### src/rtl/pipe3_pkg.sv
package pipe3_pkg;
    parameter int unsigned PIPE_AW    = 32;
    parameter int unsigned PIPE_IW    = 32;
    parameter int unsigned PIPE_OPC_W = 4;
    localparam int unsigned PIPE_HW   = PIPE_IW / 2;

    typedef logic [PIPE_AW-1:0] addr_t;
    typedef logic [PIPE_IW-1:0] instr_t;

    typedef struct packed {
        logic   valid;
        logic   half;
        instr_t instr;
        addr_t  addr;
    } stage_t;

    function automatic addr_t align_addr(input addr_t a, input logic half);
        addr_t r;
        r = a;
        r[0] = 1'b0;
        if (!half) r[1] = 1'b0;
        return r;
    endfunction

    function automatic addr_t step_of(input logic half);
        return half ? addr_t'(2) : addr_t'(4);
    endfunction
endpackage

### src/rtl/pipe3_fetch_addr.sv
module pipe3_fetch_addr
    import pipe3_pkg::*;
#(
    parameter addr_t VECTOR_ADDR = addr_t'(32'h18)
) (
    input  addr_t pc_q_i,
    input  logic  half_i,
    input  logic  redirect_i,
    input  addr_t target_i,
    input  logic  irq_take_i,
    output addr_t target_aligned_o,
    output addr_t pc_next_o
);
    always_comb begin
        target_aligned_o = align_addr(target_i, half_i);
        if (irq_take_i) begin
            pc_next_o = VECTOR_ADDR;
        end else if (redirect_i) begin
            pc_next_o = target_aligned_o;
        end else begin
            pc_next_o = pc_q_i + step_of(half_i);
        end
    end
endmodule

### src/rtl/pipe3_irq_ctl.sv
module pipe3_irq_ctl
    import pipe3_pkg::*;
(
    input  logic  clk,
    input  logic  rst_n,
    input  logic  irq_i,
    input  logic  ex_valid_i,
    input  logic  ready_i,
    input  logic  ex_half_i,
    input  addr_t ex_addr_i,
    input  logic  redirect_i,
    input  addr_t target_aligned_i,
    output logic  take_o,
    output addr_t ret_addr_o
);
    logic pend_d, pend_q;

    always_comb begin
        take_o     = pend_q & ex_valid_i & ready_i;
        pend_d     = (pend_q | irq_i) & ~take_o;
        ret_addr_o = redirect_i ? target_aligned_i : ex_addr_i + step_of(ex_half_i);
    end

    always_ff @(posedge clk or negedge rst_n) begin
        if (!rst_n) pend_q <= 1'b0;
        else        pend_q <= pend_d;
    end

    // a latched request is not dropped until it is taken
    assert_pending_kept_R8: assert property (@(posedge clk) disable iff (!rst_n)
        (pend_q && !(ex_valid_i && ready_i)) |=> pend_q);
    // a request arriving is remembered
    assert_pending_set_R8: assert property (@(posedge clk) disable iff (!rst_n)
        irq_i |=> pend_q);
endmodule

### src/rtl/pipe3_ctrl.sv
module pipe3_ctrl
    import pipe3_pkg::*;
#(
    parameter addr_t VECTOR_ADDR = addr_t'(32'h18)
) (
    input  logic                  clk,
    input  logic                  rst_n,
    input  logic                  half_mode_i,
    output logic [PIPE_AW-1:0]    imem_addr_o,
    input  logic [PIPE_IW-1:0]    imem_rdata_i,
    input  logic                  imem_ready_i,
    input  logic                  redirect_i,
    input  logic [PIPE_AW-1:0]    redirect_target_i,
    input  logic                  irq_i,
    output logic                  ex_valid_o,
    output logic                  ex_done_o,
    output logic [PIPE_IW-1:0]    ex_instr_o,
    output logic [PIPE_OPC_W-1:0] ex_opcode_o,
    output logic [PIPE_AW-1:0]    ex_addr_o,
    output logic [PIPE_AW-1:0]    ex_pc_o,
    output logic                  irq_take_o,
    output logic [PIPE_AW-1:0]    irq_ret_addr_o
);
    typedef struct packed {
        addr_t  pc;
        stage_t dec;
        stage_t ex;
    } pipe_state_t;

    pipe_state_t st_d, st_q;
    logic  ex_done, redir_ok, flush;
    addr_t pc_next, tgt_aligned;
    instr_t fetched;

    assign ex_done  = st_q.ex.valid & imem_ready_i;
    assign redir_ok = ex_done & redirect_i;
    assign flush    = redir_ok | irq_take_o;

    pipe3_fetch_addr #(.VECTOR_ADDR(VECTOR_ADDR)) u_fetch (
        .pc_q_i           (st_q.pc),
        .half_i           (half_mode_i),
        .redirect_i       (redir_ok),
        .target_i         (redirect_target_i),
        .irq_take_i       (irq_take_o),
        .target_aligned_o (tgt_aligned),
        .pc_next_o        (pc_next)
    );

    pipe3_irq_ctl u_irq (
        .clk              (clk),
        .rst_n            (rst_n),
        .irq_i            (irq_i),
        .ex_valid_i       (st_q.ex.valid),
        .ready_i          (imem_ready_i),
        .ex_half_i        (st_q.ex.half),
        .ex_addr_i        (st_q.ex.addr),
        .redirect_i       (redir_ok),
        .target_aligned_i (tgt_aligned),
        .take_o           (irq_take_o),
        .ret_addr_o       (irq_ret_addr_o)
    );

    always_comb begin
        fetched = half_mode_i ? {{(PIPE_IW-PIPE_HW){1'b0}}, imem_rdata_i[PIPE_HW-1:0]}
                              : imem_rdata_i;
        st_d = st_q;
        if (imem_ready_i) begin
            st_d.pc        = pc_next;
            st_d.ex        = st_q.dec;
            st_d.dec.valid = 1'b1;
            st_d.dec.half  = half_mode_i;
            st_d.dec.instr = fetched;
            st_d.dec.addr  = st_q.pc;
            if (flush) begin
                st_d.ex.valid  = 1'b0;
                st_d.dec.valid = 1'b0;
            end
        end
    end

    always_ff @(posedge clk or negedge rst_n) begin
        if (!rst_n) st_q <= '0;
        else        st_q <= st_d;
    end

    always_comb begin
        imem_addr_o = st_q.pc;
        ex_valid_o  = st_q.ex.valid;
        ex_done_o   = ex_done;
        ex_instr_o  = st_q.ex.instr;
        ex_addr_o   = st_q.ex.addr;
        ex_pc_o     = st_q.ex.addr + (step_of(st_q.ex.half) << 1);
        ex_opcode_o = st_q.ex.half ? st_q.ex.instr[PIPE_HW-1 -: PIPE_OPC_W]
                                   : st_q.ex.instr[PIPE_IW-1 -: PIPE_OPC_W];
    end

    // stall freezes the pipeline
    assert_stall_hold_R7: assert property (@(posedge clk) disable iff (!rst_n)
        !imem_ready_i |=> ($stable(st_q.pc) && $stable(st_q.ex.valid) &&
                           $stable(st_q.dec.valid) && $stable(st_q.ex.addr)));
    // redirect empties the younger stages
    assert_flush_R5: assert property (@(posedge clk) disable iff (!rst_n)
        (ex_done && redirect_i) |=> (!st_q.dec.valid && !st_q.ex.valid));
    // sequential fetch step
    assert_fetch_step_R2: assert property (@(posedge clk) disable iff (!rst_n)
        (imem_ready_i && !(ex_done && redirect_i) && !irq_take_o) |=>
        (st_q.pc == $past(st_q.pc) + step_of($past(half_mode_i))));
    // interrupt jumps to the vector and only at a completing boundary
    assert_irq_vector_R8: assert property (@(posedge clk) disable iff (!rst_n)
        irq_take_o |=> (st_q.pc == VECTOR_ADDR && !st_q.ex.valid));
    assert_irq_boundary_R8: assert property (@(posedge clk) disable iff (!rst_n)
        irq_take_o |-> ex_done_o);
endmodule

### config.mk
export PLATFORM = sky130hd
export DESIGN_NAME = pipe3_ctrl
export DESIGN_NICKNAME = d
export VERILOG_FILES = /design/src/rtl/pipe3_pkg.sv /design/src/rtl/pipe3_fetch_addr.sv /design/src/rtl/pipe3_irq_ctl.sv /design/src/rtl/pipe3_ctrl.sv
export SDC_FILE = /design/constraint.sdc
export NUM_CORES = 1
export LEC_CHECK = 0
export BUFFER_PORTS_ARGS = -buffer_cell sky130_fd_sc_hd__buf_2
export CORE_ASPECT_RATIO = 0.7
export CORE_UTILIZATION = 35
export CTS_BUF_LIST = sky130_fd_sc_hd__clkbuf_4
export CTS_CLUSTER_SIZE = 40
export DETAILED_ROUTE_END_ITERATION = 7
export MAX_ROUTING_LAYER = met4
export PLACE_DENSITY_LB_ADDON = 0.08
export SKIP_LAST_GASP = 1
export SLEW_MARGIN = 0
export SYNTH_ARGS = -nofsm -noshare
export SYNTH_HDL_FRONTEND = slang
export SYNTH_SLANG_ARGS = --single-unit
export TNS_END_PERCENT = 20
### constraint.sdc
create_clock -name clk -period 2.4 [get_ports clk]
set_input_delay 0.24 -clock clk [delete_from_list [all_inputs] [get_ports clk]]
set_output_delay 0.24 -clock clk [all_outputs]
set_load 0.01 [all_outputs]
==> results.py, run 1 <==
metrics = {
    "logic_synthesis": {
        "ys_ff_latch": 162,
        "syn_inst": 875,
        "ys_types": 53,
        "synth-edff-count": 0,
        "synth_ff_type": "dfrtp_1",
        "syn-cell-area_um2": 9185,
        "yosysWarnings": 0,
        "ys_seq_area_share_pct": 44.14,
        "synth_area_per_cell_um2": 10.50,
        "async_flop_share_pct": 100.0,
    },
    "outcome": {
        "violations": "negative setup slack",
        "status": "finished, violations left",
    },
    "hold_path": {
        "worstHoldPathType": "primary input to flop",
        "min-delay-start": "redirect_target_i[17]",
        "hold_depth": 4,
        "hold_path_end": "imem_addr_o[17]$_DFFE_PN0P_",
    },
    "worst_setup_path": {
        "end_kind": "primary output",
        "r2r-end": "imem_addr_o[31]$_DFFE_PN0P_",
        "cp.arrival_ns": 2.63,
        "reg2reg_depth": 8,
        "cp.required_ns": 2.16,
        "r2r_start": "imem_addr_o[1]$_DFFE_PN0P_",
        "worst-setup-path-type": "flop to primary output",
        "cp-start-kind": "flop",
        "critical_path.max_fanout": 4,
        "path_delay_family": "buffers and inverters",
        "crit_top_cell": "buf_6",
        "max_stage_delay_ns": 0.48,
        "r2r_slack_ns": 0.15,
        "worst-path-buf-inv": 5,
        "worst_path_max_delay_cell": "dfrtp_2",
        "crit_chain": "buf_6 -> buf_6 -> fa_2 -> nor4_4 -> buf_6 -> buf_6 -> nand3_2 -> xnor2_1 -> buf_2",
    },
    "floorplanning": {
        "boundaryPins": 237,
        "die_h_um": 137.5,
        "core_area_um2": 25750,
        "die_area_um2": 26910,
        "die_w_um": 195.6,
        "start_util_pct": 35.67,
        "rows": 49,
    },
    "detailed_routing": {
        "wl_per_cell_um": 19.23,
        "vias": 7333,
        "drc": 0,
        "drtAntennaViolNets": 0,
        "vias_per_cell": 4.988,
        "wirelength_um": 28270,
        "dr.pass1.iters": 4,
        "dr.first_iter.drc_count": 426,
    },
    "power_and_ir_drop": {
        "p_leak_nw": 5.781,
        "ir_drop_mv": 0.4629,
        "power.density_nw_per_um2": 741.7,
    },
    "global_routing": {
        "grt_max_degree": 81,
        "grt_pass1_wl_um": 42840,
        "overflow": 0,
        "antenna_found_initial": 1,
        "grt_pass1_vias": 6986,
        "track_usage_pct": 21.97,
    },
    "sta": {
        "rsz0062_at_grt": "true",
        "setup_viol": 55,
        "period_minus_slack_ns": 2.869,
        "setup_ws_ns": -0.4692,
        "fin_crit_sh_pct": 119.6,
        "finalClockSkew_ns": 0.02462,
        "worst_pin_slew_ns": 0.5258,
        "slew_headroom_pct": 64.95,
        "slew_violations": 0,
        "hold_violations": 0,
        "fmax_mhz": 348.5,
    },
    "clock_tree": {
        "insertion_delay_ns": 0.58,
        "cts.reportedPaths.clkPinSlew_ns": 0.14,
        "numCtsBuffers": 17,
        "root_buffer": "clkbuf_4",
        "cts_tree": "built",
        "htree_levels": 4,
        "clock_path_buffers": 2,
        "cts.sinks": 162,
    },
    "finish": {
        "fin_util_pct": 45.83,
        "area_growth_pct": 28.48,
        "regArea_um2": 4061,
        "fillerInstances": 2505,
        "drive_above_1_share_pct": 45.87,
        "multi_input_area_um2": 4365,
        "stdcell_count": 1470,
        "nets": 1206,
    },
    "flow_run": {
        "maxCapViolCount": 0,
    },
    "place": {
        "dp_hpwl_um": 20160,
        "gp_congestion": 0.7673,
        "dp_cells": 1368,
        "port_buffers": 231,
    },
}
-- where the power goes --
part | switching, mW | leakage (nW) | internal (mW) | total (mW)
Clock | 1.02 | 0.179 | 0.955 | 1.97
Sequential | 0.464 | 2.09 | 3.19 | 3.65
Combinational | 1.62 | 3.51 | 1.50 | 3.13
-- Yosys cell counts, types with 12 or more instances --
cell type  count  area, µm²
nor3_1        12      60.06
buf_2         14      70.07
nand4_1       20      125.1
o21ai_0       55      275.3
a22oi_1       12      90.09
nand2_1       67      251.5
dfrtp_1      162       4054
nand3_1       32      160.2
nor2_1        37      138.9
and3_1        13      81.33
a22o_1        21      183.9
clkbuf_1      35      131.4
xor2_1        30      262.8
xnor2_1       37      324.1
buf_4         99      743.2
mux2_2       114       1284
-- cell type report --
cell class	instances	area share [%]
multi-input combinational	553	36.99
sequential	162	34.41
timing repair buffer	382	21.87
tap	331	3.509
clock inverter	10	1.569
clock buffer	20	1.272
inverter	11	0.3499
antenna	1	0.02120
-- registers in the layout, summed over array words and instances, names as in the netlist --
register,cells
ex_instr_o,32
imem_addr_o,31
st_q,66
u_irq.pend_q,1
ex_valid_o,1
ex_addr_o,31
-- layer usage --
metal  share of wire, %  wire (µm)  vias to the layer above  GRT usage (%)
met3                4.5       1283                       10          4.015
met2                 42      11840                      192          30.04
met5                  0          0                        -              -
li1                   -          -                     3497              -
met4               0.60        170                        0          3.893
met1                 53      14980                     3634          33.42
-- worst reg2reg max path: stages (launching register included) --
cell and delay, ns:
dfrtp_1 0.38, ha_1 0.18, fa_1 0.26, nand4_2 0.17, buf_4 0.20, nor3_1 0.40
and4_1 0.30, o21ai_0 0.08, a21o_1 0.19
-- placed cells by master, fill, tap and decap left out, drive strengths merged, types with 9 or more instances in the layout --
cell type	n
clkbuf	20
nand3	32
dfrtp	162
inv	11
o21ai	61
nor2	37
xnor2	37
a22oi	12
nor3	14
xor2	30
buf	326
a22o	21
dlygate4sd3	56
and3	13
nor4	16
nand4	22
nand2	68
a21oi	9
mux2	114
-- through the flow --
step	area (µm²)	power, mW	TNS, ns	setup slack [ns]	hold slack (ns)
2_1_floorplan	9198	5.565	-0.2205	-0.05627	-0.05559
3_3_place_gp	10480	6.598	-0.01866	-0.01866	0.1795
3_5_place_dp	10480	6.599	-0.03059	-0.03059	0.1761
4_1_cts	11630	8.784	-25.27	-0.5554	0.01492
5_1_grt	11800	9.308	-26.38	-0.6075	0.03797
6_report	11800	8.753	-16.78	-0.4692	0.07618
-- cells by family after synthesis --
kind of cell,Yosys count,share of synthesized area [%]
and+or+nand+nor,222,13.27
buffers and inverters,163,10.91
AOI/OAI and AO/OA,136,9.699
muxes,115,14.09
DFF,162,44.14
other,1,0.04083
xor gates and xnor gates,67,6.389
adders and majority gates,9,1.471
-- worst max-delay path by stage --
stage | cells past startpoint | slack, ns | start | endpoint
3_3_place_gp | 9 | -0.02 | st_q[64]$_DFFE_PN0P_ | ex_pc_o[24]
3_5_place_dp | 9 | -0.03 | st_q[64]$_DFFE_PN0P_ | ex_pc_o[24]
4_1_cts | 9 | -0.56 | st_q[64]$_DFFE_PN0P_ | irq_ret_addr_o[30]
5_1_grt | 10 | -0.61 | st_q[64]$_DFFE_PN0P_ | ex_pc_o[16]
2_1_floorplan | 8 | -0.06 | st_q[64]$_DFFE_PN0P_ | irq_ret_addr_o[9]
6_report | 9 | -0.47 | st_q[64]$_DFFE_PN0P_ | ex_pc_o[16]
-- repair_timing --
| item | in CTS | in global routing |
|---|---|---|
| pin swaps | 13 | 10 |
| endpoints found under the setup margin | 57 | 60 |
| setup buffers | 9 | 5 |
| hold endpoints to repair | 197 | 0 |
| hold buffers | 56 | 0 |
| resized for setup | 25 | 30 |
| gates cloned | 1 | 0 |
(Power assumes the default switching activity.)
==> run 2: changes to the inputs <==
- CTS_CLUSTER_DIAMETER: not set -> 100
- SETUP_SLACK_MARGIN: not set -> 0.3
==> run 2 against run 1 <==
The run still ends with negative setup slack left. Fmax rose by 0.42%. Sequential share of layout area decreased by 0.31 points. Count of clock-buffer cells in the layout down 2. Utilization increased by 0.48 points.
==> results.py, run 2 (synthesis results as in run 1) <==
metrics = {
    "global_routing": {
        "grt_pass1_wl_um": 42560,
        "track_usage_pct": 21.93,
        "grt_pass1_vias": 6886,
        "overflow": 0,
        "grt_max_degree": 61,
        "antenna_found_initial": 1,
    },
    "flow_run": {
        "maxCapViolCount": 0,
    },
    "power_and_ir_drop": {
        "p_leak_nw": 5.831,
        "p_int_mw": 5.366,
        "swShare_pct": 37.10,
        "power.density_nw_per_um2": 715.4,
        "comb_power_share_pct": 37.4,
        "seqPwrFrac_pct": 43.0,
        "ir_drop_mv": 0.4334,
        "switchingPower_mw": 3.165,
        "pwr-share-clk_pct": 19.6,
    },
    "worst_setup_path": {
        "cp-start-kind": "flop",
        "end_kind": "primary output",
        "cp.required_ns": 2.16,
        "r2r_slack_ns": 0.12,
        "worst-setup-path-type": "flop to primary output",
        "r2r_start": "imem_addr_o[1]$_DFFE_PN0P_",
        "cp.arrival_ns": 2.62,
        "critical_path.max_fanout": 4,
        "setup.worst_path.start": "st_q[64]$_DFFE_PN0P_",
    },
    "sta": {
        "setup_ws_ns": -0.4573,
        "period_minus_slack_ns": 2.857,
        "setup_viol": 55,
        "hold_violations": 0,
        "fmax_mhz": 350.0,
        "fin_crit_sh_pct": 119.1,
        "slew_violations": 0,
        "slew_headroom_pct": 57.61,
        "rsz0062_at_grt": "true",
        "finalClockSkew_ns": 0.03021,
        "worst_pin_slew_ns": 0.6359,
    },
    "detailed_routing": {
        "drtAntennaViolNets": 0,
        "wirelength_um": 28370,
        "vias": 7390,
        "drc": 0,
        "dr.first_iter.drc_count": 381,
        "wl_per_cell_um": 19.06,
        "dr.pass1.iters": 4,
        "vias_per_cell": 4.966,
    },
    "clock_tree": {
        "cts.sinks": 162,
        "numCtsBuffers": 17,
        "cts.reportedPaths.clkPinSlew_ns": 0.16,
        "insertion_delay_ns": 0.59,
        "clock_path_buffers": 2,
        "root_buffer": "clkbuf_4",
        "cts_tree": "built",
        "htree_levels": 4,
    },
    "outcome": {
        "violations": "negative setup slack",
        "status": "finished, violations left",
    },
    "floorplanning": {
        "die_h_um": 137.5,
        "die_w_um": 195.6,
        "boundaryPins": 237,
        "die_area_um2": 26910,
        "core_area_um2": 25750,
        "start_util_pct": 35.67,
        "rows": 49,
    },
    "hold_path": {
        "worstHoldPathType": "primary input to flop",
        "min-delay-start": "redirect_target_i[14]",
    },
    "place": {
        "dp_cells": 1369,
        "port_buffers": 231,
        "gp_congestion": 0.8283,
        "placed_area_um2": 10540,
        "dp_hpwl_um": 20460,
    },
    "finish": {
        "stdcell_area_um2": 11930,
        "stdcell_count": 1488,
        "fin_util_pct": 46.31,
        "largest_reg_flops": 66,
        "nets": 1222,
        "regMostFlops": "st_q",
        "final_common_cell": "buf_2",
        "drive_above_1_share_pct": 48.10,
        "final_cell_mix": "buf_2, dfrtp_1, mux2_2",
        "area_growth_pct": 29.83,
    },
}
## run 2: cell types whose count changed in the layout (fill, tap and decap cells not counted), moves of 4 or more
cell / previous run / this run
buf_4: 81 / 95
clkinvlp_4: 1 / 5
dfrtp_1: 156 / 151
dfrtp_2: 6 / 11
nand3_1: 28 / 24
o21ai_0: 50 / 44
o21ai_1: 11 / 17
xnor2_1: 37 / 31
xnor2_2: 0 / 6
## run 2: area by class of cell
class                   instances  area, µm²
clock inverters                14      140.1
flip-flops and latches        162       4068
multi-input cells             553       4429
clock buffers                  18      135.1
fillers                      2530      13820
repair buffers                398       2695
inverters                      11      41.29
well taps                     331      414.1
diodes                          1      2.502
## run 2: routing by layer
layer  part of all wire (%)  wire (µm)  track usage, %
met5                      0          0               -
met2                     41      11550           28.37
met1                     53      15140           34.39
met3                    4.7       1346           3.623
met4                    1.1        325           5.337
## run 2: worst paths after layout
| path | endpoint | cells after the start |
|---|---|---|
| max | ex_pc_o[30] | 10 |
| min | imem_addr_o[14]$_DFFE_PN0P_ | 4 |
| max reg2reg | imem_addr_o[31]$_DFFE_PN0P_ | 8 |
| min reg2reg | ex_addr_o[14]$_DFFE_PN0P_ | 1 |
| max in group asynchronous | ex_addr_o[12]$_DFFE_PN0P_ | 3 |
| min in group asynchronous | st_q[85]$_DFFE_PN0P_ | 2 |
## run 2: metrics by stage
step           hold slack (ns)  total power [mW]  setup TNS [ns]  worst slack, ns
2_1_floorplan         -0.05559             5.603               0           0.2844
3_3_place_gp            0.2751             6.648               0          0.01687
3_5_place_dp            0.2806             6.659               0         0.007260
4_1_cts               0.002053             8.551          -20.70          -0.4923
6_report               0.02989             8.531          -18.38          -0.4573
5_1_grt                0.02084             9.086          -27.20          -0.6248
## run 2: power by group through the flow
stage	sequential (mW)	combinational (mW)	clock (mW)
after floorplan	3.57	2.03	0
after global placement	3.72	2.93	0
after detailed placement	3.72	2.94	0
after CTS	3.66	3.15	1.73
after global routing	3.74	3.48	1.86
final	3.67	3.19	1.67
## run 2: critical path: stages, from the launching register on
cell and delay, ns:
dfrtp_2 0.42, buf_6 0.12, ha_4 0.13, inv_2 0.04, fa_2 0.35, buf_6 0.14, nor4_4 0.19, buf_4 0.20
nand3_2 0.14, xnor2_2 0.17, buf_2 0.14
## run 2: repair_timing
item | CTS | global route
endpoints found under the hold margin | 112 | 0
pin swaps | 35 | 15
gates cloned | 1 | 0
endpoints found under the setup margin | 70 | 78
resized for setup | 52 | 16
hold buffers | 56 | 0
setup buffers | 23 | 6
==> run 3: changes to the inputs <==
- BUFFER_PORTS_ARGS: -buffer_cell sky130_fd_sc_hd__buf_2 -> -buffer_cell sky130_fd_sc_hd__buf_4
==> run 3 against run 2 <==
The flow still finishes with violations (negative setup slack). Sequential cell count unchanged. Global-route usage increased by 0.072 points. Routed wire length is 0.56% lower. Critical path type unchanged. Clock skew fell by 0.0038 ns. Count of clock-buffer cells in the layout did not move. Power is 5.2% higher. Combinational power rose by 11%. Setup slack gained 0.014 ns. Via count decreased by 0.53%. Largest power group unchanged.
==> results.py, run 3 (synthesis results as in run 1) <==
metrics = {
    "worst_setup_path": {
        "crit_top_cell": "buf_4",
        "reg2reg_depth": 8,
        "max_stage_delay_ns": 0.47,
        "worst-path-buf-inv": 4,
        "r2r_slack_ns": 0.16,
        "path_delay_family": "simple AND/OR/NAND/NOR gates",
        "worst-setup-path-type": "flop to primary output",
        "cp-start-kind": "flop",
        "end_kind": "primary output",
        "critical_path.max_fanout": 6,
        "r2r_start": "imem_addr_o[1]$_DFFE_PN0P_",
        "crit_chain": "inv_2 -> buf_4 -> fa_2 -> and3_4 -> nand3_4 -> buf_6 -> nor4_4 -> xnor2_1 -> o21ai_1 -> buf_4",
        "cp.required_ns": 2.16,
        "worst_path_max_delay_cell": "dfrtp_2",
        "r2r-end": "imem_addr_o[21]$_DFFE_PN0P_",
        "cp.arrival_ns": 2.60,
    },
    "floorplanning": {
        "start_util_pct": 35.67,
        "die_h_um": 137.5,
        "boundaryPins": 237,
        "die_w_um": 195.6,
        "core_area_um2": 25750,
        "rows": 49,
        "die_area_um2": 26910,
    },
    "detailed_routing": {
        "drc": 0,
        "dr.pass1.iters": 4,
        "wirelength_um": 28210,
        "drtAntennaViolNets": 0,
        "dr.first_iter.drc_count": 330,
        "wl_per_cell_um": 19.01,
        "vias": 7351,
        "vias_per_cell": 4.954,
    },
    "sta": {
        "slew_headroom_pct": 52.81,
        "finalClockSkew_ns": 0.02641,
        "worst_pin_slew_ns": 0.7078,
        "setup_ws_ns": -0.4431,
        "rsz0062_at_grt": "true",
        "period_minus_slack_ns": 2.843,
        "fmax_mhz": 351.7,
        "slew_violations": 0,
        "fin_tns_setup_ns": -15.91,
        "holdWs_ns": 0.05743,
        "setup_viol": 54,
        "hold_violations": 0,
        "fin_crit_sh_pct": 118.5,
    },
    "global_routing": {
        "antenna_found_initial": 1,
        "grt_pass1_vias": 6988,
        "grt_pass1_wl_um": 43010,
        "grt_max_degree": 62,
        "overflow": 0,
        "track_usage_pct": 22.01,
    },
    "clock_tree": {
        "htree_levels": 4,
        "cts.reportedPaths.clkPinSlew_ns": 0.16,
        "numCtsBuffers": 17,
        "cts_tree": "built",
        "cts.sinks": 162,
        "clock_path_buffers": 2,
        "root_buffer": "clkbuf_4",
        "insertion_delay_ns": 0.58,
    },
    "finish": {
        "drive_above_1_share_pct": 46.96,
        "final_common_cell": "buf_4",
        "area_growth_pct": 34.79,
        "stdcell_area_um2": 12380,
        "nets": 1218,
        "fillerInstances": 2450,
        "largest_reg_flops": 66,
        "regMostFlops": "st_q",
        "final_cell_mix": "buf_4, dfrtp_1, mux2_2",
    },
    "power_and_ir_drop": {
        "power.density_nw_per_um2": 724.7,
        "p_leak_nw": 5.901,
        "ir_drop_mv": 0.4614,
        "power_mw": 8.972,
    },
    "place": {
        "port_buffers": 231,
        "dp_hpwl_um": 20630,
        "placed_area_um2": 11160,
        "gp_congestion": 0.7885,
        "place_ws_ns": 0.01850,
    },
    "hold_path": {
        "hold_depth": 4,
        "min-delay-start": "redirect_target_i[17]",
        "worstHoldPathType": "primary input to flop",
        "hold_path_end": "imem_addr_o[17]$_DFFE_PN0P_",
    },
    "outcome": {
        "violations": "negative setup slack",
        "status": "finished, violations left",
    },
    "flow_run": {
        "maxCapViolCount": 0,
    },
}
==> run 3: layout make-up <==
cell class | count | area (µm²) | area share [%]
Antenna cell | 1 | 2.502 | 0.02021
Clock buffer | 18 | 135.1 | 1.091
Clock inverter | 14 | 165.2 | 1.334
Inverter | 11 | 41.29 | 0.3335
Multi-Input combinational cell | 553 | 4368 | 35.28
Sequential cell | 162 | 4065 | 32.83
Tap cell | 331 | 414.1 | 3.345
Timing Repair Buffer | 394 | 3189 | 25.76
==> run 3: repair_timing <==
item,in CTS,in global routing
endpoints found under the hold margin,106,0
hold buffers,55,0
pin swaps,6,9
buffers inserted,4,17
gates resized for setup,22,25
setup endpoints to repair,71,76
gates cloned,0,0
==> run 3: worst max path at each step <==
stage / cells past startpoint / from / to / slack [ns]
floorplan: 8 / st_q[64]$_DFFE_PN0P_ / irq_ret_addr_o[21] / 0.28
global placement: 8 / st_q[64]$_DFFE_PN0P_ / irq_ret_addr_o[27] / 0.04
detailed placement: 8 / st_q[64]$_DFFE_PN0P_ / irq_ret_addr_o[27] / 0.02
CTS: 10 / st_q[64]$_DFFE_PN0P_ / irq_ret_addr_o[30] / -0.48
global route: 10 / st_q[64]$_DFFE_PN0P_ / irq_ret_addr_o[25] / -0.62
finish: 10 / st_q[64]$_DFFE_PN0P_ / irq_ret_addr_o[25] / -0.44
==> run 3: routing by layer <==
metal	global-route usage [%]	up-vias	wire length [µm]
met5	-	-	0
met4	4.199	0	206
met3	3.941	12	1344
met2	28.95	178	11580
met1	34.33	3637	15080
li1	-	3524	-
==> run 3: power by group <==
group	switching, mW	total [mW]	internal (mW)
clock network	1.05	1.78	0.729
logic	1.65	3.53	1.89
registers	0.474	3.66	3.19
==> run 3: per-stage QoR <==
| step | instances | util [%] |
|---|---|---|
| 6_report | 1484 | 48.08 |
| 5_1_grt | 1484 | 48.08 |
| 2_1_floorplan | 878 | - |
| 3_5_place_dp | 1375 | 43.33 |
| 3_3_place_gp | 1375 | 43.33 |
| 4_1_cts | 1466 | 47.08 |
==> run 3: worst min-delay path, stage by stage <==
cell     delay, ns
buf_4         0.11
nand2_1       0.08
o31a_1        0.13
o21ai_0       0.07
